`src/rtl/acc_mq_pkg.sv`:
```
package acc_mq_pkg;
  localparam logic [7:0] OP_LD     = 8'h01;
  localparam logic [7:0] OP_LDNEG  = 8'h02;
  localparam logic [7:0] OP_LDABS  = 8'h03;
  localparam logic [7:0] OP_LDNABS = 8'h04;
  localparam logic [7:0] OP_ADD    = 8'h05;
  localparam logic [7:0] OP_SUB    = 8'h06;
  localparam logic [7:0] OP_ADDABS = 8'h07;
  localparam logic [7:0] OP_SUBABS = 8'h08;
  localparam logic [7:0] OP_LDMQ   = 8'h09;
  localparam logic [7:0] OP_MQ2AC  = 8'h0A;
  localparam logic [7:0] OP_MUL    = 8'h0B;
  localparam logic [7:0] OP_DIV    = 8'h0C;
  localparam logic [7:0] OP_SHL    = 8'h14;
  localparam logic [7:0] OP_SHR    = 8'h15;
  localparam logic [7:0] OP_STORE  = 8'h21;

  // Strobes from control to datapath; at most one is high per cycle.
  typedef struct packed {
    logic execOne;
    logic mulBegin;
    logic divBegin;
    logic divReject;
    logic step;
    logic finish;
  } ctrlStrobes_t;
endpackage

```
`src/rtl/acc_mq_ctrl.sv`:
```
module acc_mq_ctrl
  import acc_mq_pkg::*;
#(
  parameter int WIDTH = 40
) (
  input  logic         clk,
  input  logic         rstN,
  input  logic         start,
  input  logic [7:0]   opcode,
  input  logic         divisorZero,
  output ctrlStrobes_t strb,
  output logic         done
);
  localparam int CW = $clog2(WIDTH + 1);
  localparam logic [CW-1:0] LAST_STEP = CW'(WIDTH - 1);

  typedef enum logic [1:0] {S_IDLE, S_RUN, S_FIN} state_t;
  state_t state;
  logic [CW-1:0] stepCnt;

  always_comb begin
    strb = '0;
    unique case (state)
      S_IDLE: if (start) begin
        if (opcode == OP_MUL) strb.mulBegin = 1'b1;
        else if (opcode == OP_DIV) begin
          if (divisorZero) strb.divReject = 1'b1;
          else             strb.divBegin  = 1'b1;
        end else strb.execOne = 1'b1;
      end
      S_RUN:   strb.step   = 1'b1;
      S_FIN:   strb.finish = 1'b1;
      default: strb = '0;
    endcase
  end

  always_ff @(posedge clk or negedge rstN) begin
    if (!rstN) begin
      state   <= S_IDLE;
      stepCnt <= '0;
      done    <= 1'b0;
    end else begin
      done <= strb.execOne | strb.divReject | strb.finish;
      unique case (state)
        S_IDLE: if (strb.mulBegin || strb.divBegin) begin
          state   <= S_RUN;
          stepCnt <= LAST_STEP;
        end
        S_RUN: begin
          if (stepCnt == '0) state <= S_FIN;
          else               stepCnt <= stepCnt - 1'b1;
        end
        S_FIN:   state <= S_IDLE;
        default: state <= S_IDLE;
      endcase
    end
  end

  // while a loop runs, control only keeps stepping or finishes
  a_r9_run_not_interrupted: assert property (@(posedge clk) disable iff (!rstN)
    (state == S_RUN) |=> (state == S_RUN || state == S_FIN));

  // a single strobe at a time
  a_r9_one_strobe: assert property (@(posedge clk) disable iff (!rstN)
    $onehot0(strb));
endmodule

```
`src/rtl/acc_mq_dpath.sv`:
```
module acc_mq_dpath
  import acc_mq_pkg::*;
#(
  parameter int WIDTH = 40
) (
  input  logic             clk,
  input  logic             rstN,
  input  ctrlStrobes_t     strb,
  input  logic [7:0]       opcode,
  input  logic [WIDTH-1:0] operand,
  output logic             divisorZero,
  output logic [WIDTH-1:0] acOut,
  output logic             ovfOut,
  output logic             divErrOut
);
  localparam int PW = 2 * WIDTH;

  logic [WIDTH-1:0] ac, mq, lo, mag;
  logic [WIDTH:0]   hi;
  logic             negRes, negRem, isDiv, ovf, divErr;

  logic [WIDTH-1:0] opAbs, mqAbs, acAbs, addB, sumV, difV;
  logic             ovfAdd, ovfSub;
  logic [WIDTH:0]   mulSum, divSh;
  logic             divGe;
  logic [PW-1:0]    prodMag, prodSigned;

  assign divisorZero = (operand == '0);
  assign opAbs = operand[WIDTH-1] ? -operand : operand;
  assign mqAbs = mq[WIDTH-1] ? -mq : mq;
  assign acAbs = ac[WIDTH-1] ? -ac : ac;
  assign addB  = (opcode == OP_ADDABS || opcode == OP_SUBABS) ? opAbs : operand;
  assign sumV  = ac + addB;
  assign difV  = ac - addB;
  assign ovfAdd = (ac[WIDTH-1] == addB[WIDTH-1]) && (sumV[WIDTH-1] != ac[WIDTH-1]);
  assign ovfSub = (ac[WIDTH-1] != addB[WIDTH-1]) && (difV[WIDTH-1] != ac[WIDTH-1]);

  assign mulSum = hi + (lo[0] ? {1'b0, mag} : '0);
  assign divSh  = {hi[WIDTH-1:0], lo[WIDTH-1]};
  assign divGe  = divSh >= {1'b0, mag};
  assign prodMag    = {hi[WIDTH-1:0], lo};
  assign prodSigned = negRes ? -prodMag : prodMag;

  always_ff @(posedge clk or negedge rstN) begin
    if (!rstN) begin
      ac <= '0; mq <= '0; hi <= '0; lo <= '0; mag <= '0;
      negRes <= 1'b0; negRem <= 1'b0; isDiv <= 1'b0;
      ovf <= 1'b0; divErr <= 1'b0;
    end else if (strb.execOne) begin
      ovf    <= 1'b0;
      divErr <= 1'b0;
      case (opcode)
        OP_LD:     ac <= operand;
        OP_LDNEG:  ac <= -operand;
        OP_LDABS:  ac <= opAbs;
        OP_LDNABS: ac <= -opAbs;
        OP_ADD, OP_ADDABS: begin ac <= sumV; ovf <= ovfAdd; end
        OP_SUB, OP_SUBABS: begin ac <= difV; ovf <= ovfSub; end
        OP_LDMQ:   mq <= operand;
        OP_MQ2AC:  ac <= mq;
        OP_SHL: begin
          ac  <= {ac[WIDTH-2:0], 1'b0};
          ovf <= ac[WIDTH-1] ^ ac[WIDTH-2];
        end
        OP_SHR:    ac <= {ac[WIDTH-1], ac[WIDTH-1:1]};
        default:   ;
      endcase
    end else if (strb.mulBegin) begin
      mag <= opAbs; hi <= '0; lo <= mqAbs;
      negRes <= operand[WIDTH-1] ^ mq[WIDTH-1];
      isDiv <= 1'b0; ovf <= 1'b0; divErr <= 1'b0;
    end else if (strb.divBegin) begin
      mag <= opAbs; hi <= '0; lo <= acAbs;
      negRes <= operand[WIDTH-1] ^ ac[WIDTH-1];
      negRem <= ac[WIDTH-1];
      isDiv <= 1'b1; ovf <= 1'b0; divErr <= 1'b0;
    end else if (strb.divReject) begin
      ovf    <= 1'b0;
      divErr <= 1'b1;
    end else if (strb.step) begin
      if (isDiv) begin
        hi <= divGe ? divSh - {1'b0, mag} : divSh;
        lo <= {lo[WIDTH-2:0], divGe};
      end else begin
        hi <= {1'b0, mulSum[WIDTH:1]};
        lo <= {mulSum[0], lo[WIDTH-1:1]};
      end
    end else if (strb.finish) begin
      if (isDiv) begin
        mq <= negRes ? -lo : lo;
        ac <= negRem ? -hi[WIDTH-1:0] : hi[WIDTH-1:0];
      end else begin
        ac <= prodSigned[PW-1:WIDTH];
        mq <= prodSigned[WIDTH-1:0];
      end
    end
  end

  assign acOut     = ac;
  assign ovfOut    = ovf;
  assign divErrOut = divErr;

  // architectural registers hold while the loop steps
  a_r6_regs_hold_in_loop: assert property (@(posedge clk) disable iff (!rstN)
    strb.step |=> ($stable(ac) && $stable(mq)));

  // a rejected divide leaves both registers as they were
  a_r8_zero_div_no_write: assert property (@(posedge clk) disable iff (!rstN)
    $rose(divErr) |-> (ac == $past(ac) && mq == $past(mq)));

  // overflow only appears after a single-cycle operation
  a_r4_ovf_source: assert property (@(posedge clk) disable iff (!rstN)
    $rose(ovf) |-> $past(strb.execOne));
endmodule

```
`src/rtl/acc_mq_exec.sv`:
```
module acc_mq_exec
  import acc_mq_pkg::*;
#(
  parameter int WIDTH = 40
) (
  input  logic             clk,
  input  logic             rstN,
  input  logic             start,
  input  logic [7:0]       opcode,
  input  logic [WIDTH-1:0] operand,
  output logic             done,
  output logic [WIDTH-1:0] storeData,
  output logic             acNonNeg,
  output logic             overflow,
  output logic             divError
);
  ctrlStrobes_t strb;
  logic         divisorZero;

  acc_mq_ctrl #(.WIDTH(WIDTH)) u_ctrl (
    .clk(clk), .rstN(rstN), .start(start), .opcode(opcode),
    .divisorZero(divisorZero), .strb(strb), .done(done)
  );

  acc_mq_dpath #(.WIDTH(WIDTH)) u_dpath (
    .clk(clk), .rstN(rstN), .strb(strb), .opcode(opcode), .operand(operand),
    .divisorZero(divisorZero), .acOut(storeData), .ovfOut(overflow),
    .divErrOut(divError)
  );

  // branch flag tracks the accumulator sign
  assign acNonNeg = ~storeData[WIDTH-1];
endmodule

```
`config.mk`:
```
export PLATFORM = sky130hd
export DESIGN_NAME = acc_mq_exec
export DESIGN_NICKNAME = d
export VERILOG_FILES = /design/src/rtl/acc_mq_pkg.sv /design/src/rtl/acc_mq_ctrl.sv /design/src/rtl/acc_mq_dpath.sv /design/src/rtl/acc_mq_exec.sv
export SDC_FILE = /design/constraint.sdc
export NUM_CORES = 1
export LEC_CHECK = 0
export ABC_AREA = 0
export BUFFER_PORTS_ARGS = -buffer_cell sky130_fd_sc_hd__buf_2
export CORE_MARGIN = 5
export CORE_UTILIZATION = 30
export DETAILED_ROUTE_END_ITERATION = 8
export PLACE_DENSITY = 0.45
export SYNTH_ARGS = -nofsm -noshare
export SYNTH_HDL_FRONTEND = slang
export SYNTH_SLANG_ARGS = --single-unit
```
`constraint.sdc`:
```
create_clock -name clk -period 3.7 [get_ports clk]
set_input_delay 0.185 -clock clk [delete_from_list [all_inputs] [get_ports clk]]
set_output_delay 0.185 -clock clk [all_outputs]
set_load 0.03 [all_outputs]
```
==> impl_summary.txt <==
----------------------------------------------------
[Status]
  Outcome ... finished with violations
  Failing checks ... setup timing

[Synthesis]
  Number of enable-type register cells in the synthesized netlist ... 0
  Predominant post-synthesis flop cell ... sky130_fd_sc_hd__dfrtp_1
  Post-synthesis register bit count ... 215
  Yosys cell types ... 86
  Yosys warns ... 0
  Post-synthesis cell count ... 3932
  Mean area per synthesized cell ... 7.21 sq um
  Dominant cell type by area after synthesis ... sky130_fd_sc_hd__dfrtp_1
  Biggest area contributors in the synthesized netlist ... sky130_fd_sc_hd__dfrtp_1, sky130_fd_sc_hd__ha_1, sky130_fd_sc_hd__xnor2_1
  Fraction of synthesized cell area taken by the top area cell type ... 19.0%
  Async S/R FF share, synth ... 100%
  Post-synth top cells ... sky130_fd_sc_hd__nor2_1, sky130_fd_sc_hd__a21oi_1, sky130_fd_sc_hd__nand2_1
  Sequential share of the synthesized area ... 19.0%
  Most used standard cell by instance count after synthesis ... sky130_fd_sc_hd__nor2_1
  Synthesized net count ... 4155
  Synthesized cell area ... 0.0283 sq mm

[Setup path]
  Critical path class ... input port to flip-flop
  Capturing element type of the critical path ... flip-flop
  Critical path data required time ... 4190 ps
  CP max FO ... 5
  Arrival time of data at the critical path endpoint ... 4540 ps
  Element type at the critical path start ... input port

[Finish]
  Final instance area ... 0.0396 sq mm
  Area growth syn-to-layout ... 39.6%
  Final non-filler cell total ... 5988
  Share of final-layout standard cells stronger than drive strength 1 ... 30.0%
  Final nets ... 4921
  Share of the core filled with cells in the final layout ... 42.3%

[Power]
  Pwr Density ... 186 mW/mm^2
  Leakage component of the power ... 17.0 nW
  Power, Total ... 7.36 mW
  Peak VDD IR ... 341 uV

[Global route]
  Via count of the first global-routing pass ... 33500
  Global-route wire length before repair ... 228000 um
  Aggregate global routing overflow ... 0
  Initial antenna violation count ... 19
  Pin count of the biggest net entering global routing ... 103
  Global routing usage summed across all routing layers ... 29.9%

[Drt]
  Post-DRT Antenna Nets ... 0
  Via count ... 35000
  DRC errors left ... 0
  Detailed Route Iter0 Violations ... 3328
  Routed WL ... 157000 um
  DR pass1 iterations ... 8
  Vias/cell ... 5.84
  Average detailed-routed wire length per instance ... 26.2 um

[Clock tree]
  CTS tree ... yes
  H-tree lvl count ... 1
  CTS Buffer Depth ... 3
  Number of clock sinks ... 215
  CTS clock-pin slew for the worst setup and hold paths ... 70 ps
  Clock Latency Late Sink ... 610 ps
  Clock tree root driver cell ... sky130_fd_sc_hd__clkbuf_16
  Number of CTS-inserted buffers ... 30

[Floorplanning]
  Number of placement rows ... 112
  Chip Height ... 317 um
  Floorplan die width ... 317 um
  Initial core utilization ... 30.3%
  I/O pin cnt ... 95
  Die outline area ... 0.101 sq mm
  Core Area ... 0.0936 sq mm

[Placement]
  Pre-CTS setup slack ... -1350 ps
  Placer Congestion ... 0.974
  HPWL after detailed placement ... 126000 um
  I/O Buffers ... 94
  Cells after DPL ... 5879
  Cell area after placement ... 0.0365 sq mm

[Timing]
  Slew margin rel. ... 34.8%
  Final Hold Vio Count ... 0
  Setup TNS Final ... -3410 ps
  Post-layout minimum cycle time ... 4050 ps
  Share of the cycle needed by the critical path after routing ... 110%
  Worst-margin pin slew ... 978 ps
  Count of final max-slew check failures ... 0
  Maximum clock frequency ... 247 MHz
  Final worst clock skew ... 12.4 ps
  Worst hold margin ... 52.2 ps
  Setup slack of the critical path after layout ... -352 ps
  Setup repair after global routing missed its margin ... true
  # setup viols final ... 18

[Hold path]
  Hold/Removal Path Class ... input port to flip-flop

[Run]
  Max-cap violations ... 0

----------------------------------------------------
[cell type report]
| cell class | count | area (sq um) |
|---|---|---|
| antenna | 12 | 30.0 |
| clock buffer | 38 | 852 |
| clock inverter | 18 | 268 |
| fill | 9854 | 54000 |
| inverter | 155 | 584 |
| multi-input combinational | 3263 | 23000 |
| sequential | 215 | 5390 |
| tap | 1254 | 1570 |
| timing repair buffer | 1033 | 7820 |
[per-layer routing]
metal  track usage, %  routed length (um)
met1             37.4               64000
met2             49.3               72300
met3             4.48               10200
met4             16.9               10600
met5                0                  71
[cell families after synthesis]
family	Yosys count	synth area share, %
XOR/XNOR	374	11.6
flip-flops	215	19.0
multiplexers	70	2.49
buffers and inverters	454	6.13
AND/OR/NAND/NOR	1265	21.2
AO/OA/AOI/OAI	1382	31.9
adder cells (fa/ha/maj)	172	7.70
[state kept, by name, summed over array words and instances (netlist names)]
| register | flops |
|---|---|
| u_ctrl.done | 1 |
| u_ctrl.state | 2 |
| u_ctrl.stepCnt | 6 |
| u_dpath.acOut | 40 |
| u_dpath.divErrOut | 1 |
| u_dpath.hi | 41 |
| u_dpath.isDiv | 1 |
| u_dpath.lo | 40 |
| u_dpath.mag | 40 |
| u_dpath.mq | 40 |
| u_dpath.negRem | 1 |
| u_dpath.negRes | 1 |
| u_dpath.ovfOut | 1 |
[placed cells by master, fill, tap and decap left out, types with 29 or more instances in the layout]
master                        n
sky130_fd_sc_hd__o211ai_1    46
sky130_fd_sc_hd__a221o_1     40
sky130_fd_sc_hd__a21oi_2     34
sky130_fd_sc_hd__o21ai_0    302
sky130_fd_sc_hd__xor2_1     164
sky130_fd_sc_hd__nor3_1      67
sky130_fd_sc_hd__a21o_1      54
sky130_fd_sc_hd__a21oi_1    318
sky130_fd_sc_hd__nand4_1     30
sky130_fd_sc_hd__nand3_1     72
sky130_fd_sc_hd__nand2_1    330
sky130_fd_sc_hd__buf_2       91
sky130_fd_sc_hd__a22oi_1     35
sky130_fd_sc_hd__a221oi_1    30
sky130_fd_sc_hd__buf_4      906
sky130_fd_sc_hd__inv_1      151
sky130_fd_sc_hd__a211oi_1    58
sky130_fd_sc_hd__mux2i_1     65
sky130_fd_sc_hd__o31ai_1     63
sky130_fd_sc_hd__a31oi_1     29
sky130_fd_sc_hd__clkbuf_16   31
sky130_fd_sc_hd__or3_1       45
sky130_fd_sc_hd__nor2b_1     33
sky130_fd_sc_hd__nor2_1     394
sky130_fd_sc_hd__dfrtp_1    211
sky130_fd_sc_hd__ha_1       149
sky130_fd_sc_hd__nand2b_1    34
sky130_fd_sc_hd__xnor2_1    197
sky130_fd_sc_hd__or4_1       34
[power by group]
part           internal (mW)  switching, mW
Combinational          0.677          0.949
Clock                   2.05           1.32
Sequential              2.35        0.00583
Total                   5.08           2.28
[worst max-delay path, cell delays in order]
cell and delay, ps:
sky130_fd_sc_hd__buf_6 90, sky130_fd_sc_hd__or4_4 600, sky130_fd_sc_hd__or4_4 630, sky130_fd_sc_hd__buf_6 170
sky130_fd_sc_hd__or4_4 520, sky130_fd_sc_hd__nand2_2 110, sky130_fd_sc_hd__xnor2_2 80, sky130_fd_sc_hd__ha_1 340
sky130_fd_sc_hd__buf_4 160, sky130_fd_sc_hd__buf_4 130, sky130_fd_sc_hd__or4_1 540, sky130_fd_sc_hd__o31a_1 350
sky130_fd_sc_hd__o311a_1 360, sky130_fd_sc_hd__a211oi_2 150, sky130_fd_sc_hd__a31oi_1 100
[worst paths after layout]
path,slack [ps],depth (start not counted),end,start
hold reg to reg,500,2,u_dpath.hi[40]$_DFFE_PN0P_,u_dpath.hi[40]$_DFFE_PN0P_
min in group asynchronous,250,2,u_dpath.mq[6]$_DFFE_PN0P_,rstN
setup / recovery,-350,15,u_dpath.acOut[36]$_DFFE_PN0P_,operand[12]
hold / removal,50,4,u_dpath.mq[33]$_DFFE_PN0P_,operand[33]
max in group asynchronous,2500,3,u_dpath.mq[28]$_DFFE_PN0P_,rstN
setup reg to reg,90,11,u_dpath.acOut[30]$_DFFE_PN0P_,u_dpath.lo[31]$_DFFE_PN0P_
[what timing repair did]
action | CTS | global route
buffers inserted | 19 | 27
pin swaps | 72 | 91
gates resized for setup | 164 | 165
hold endpoints to repair | 98 | 0
endpoints found under the setup margin | 42 | 78
hold buffers | 1 | 0
No activity file was read; power rests on OpenSTA's default activity.
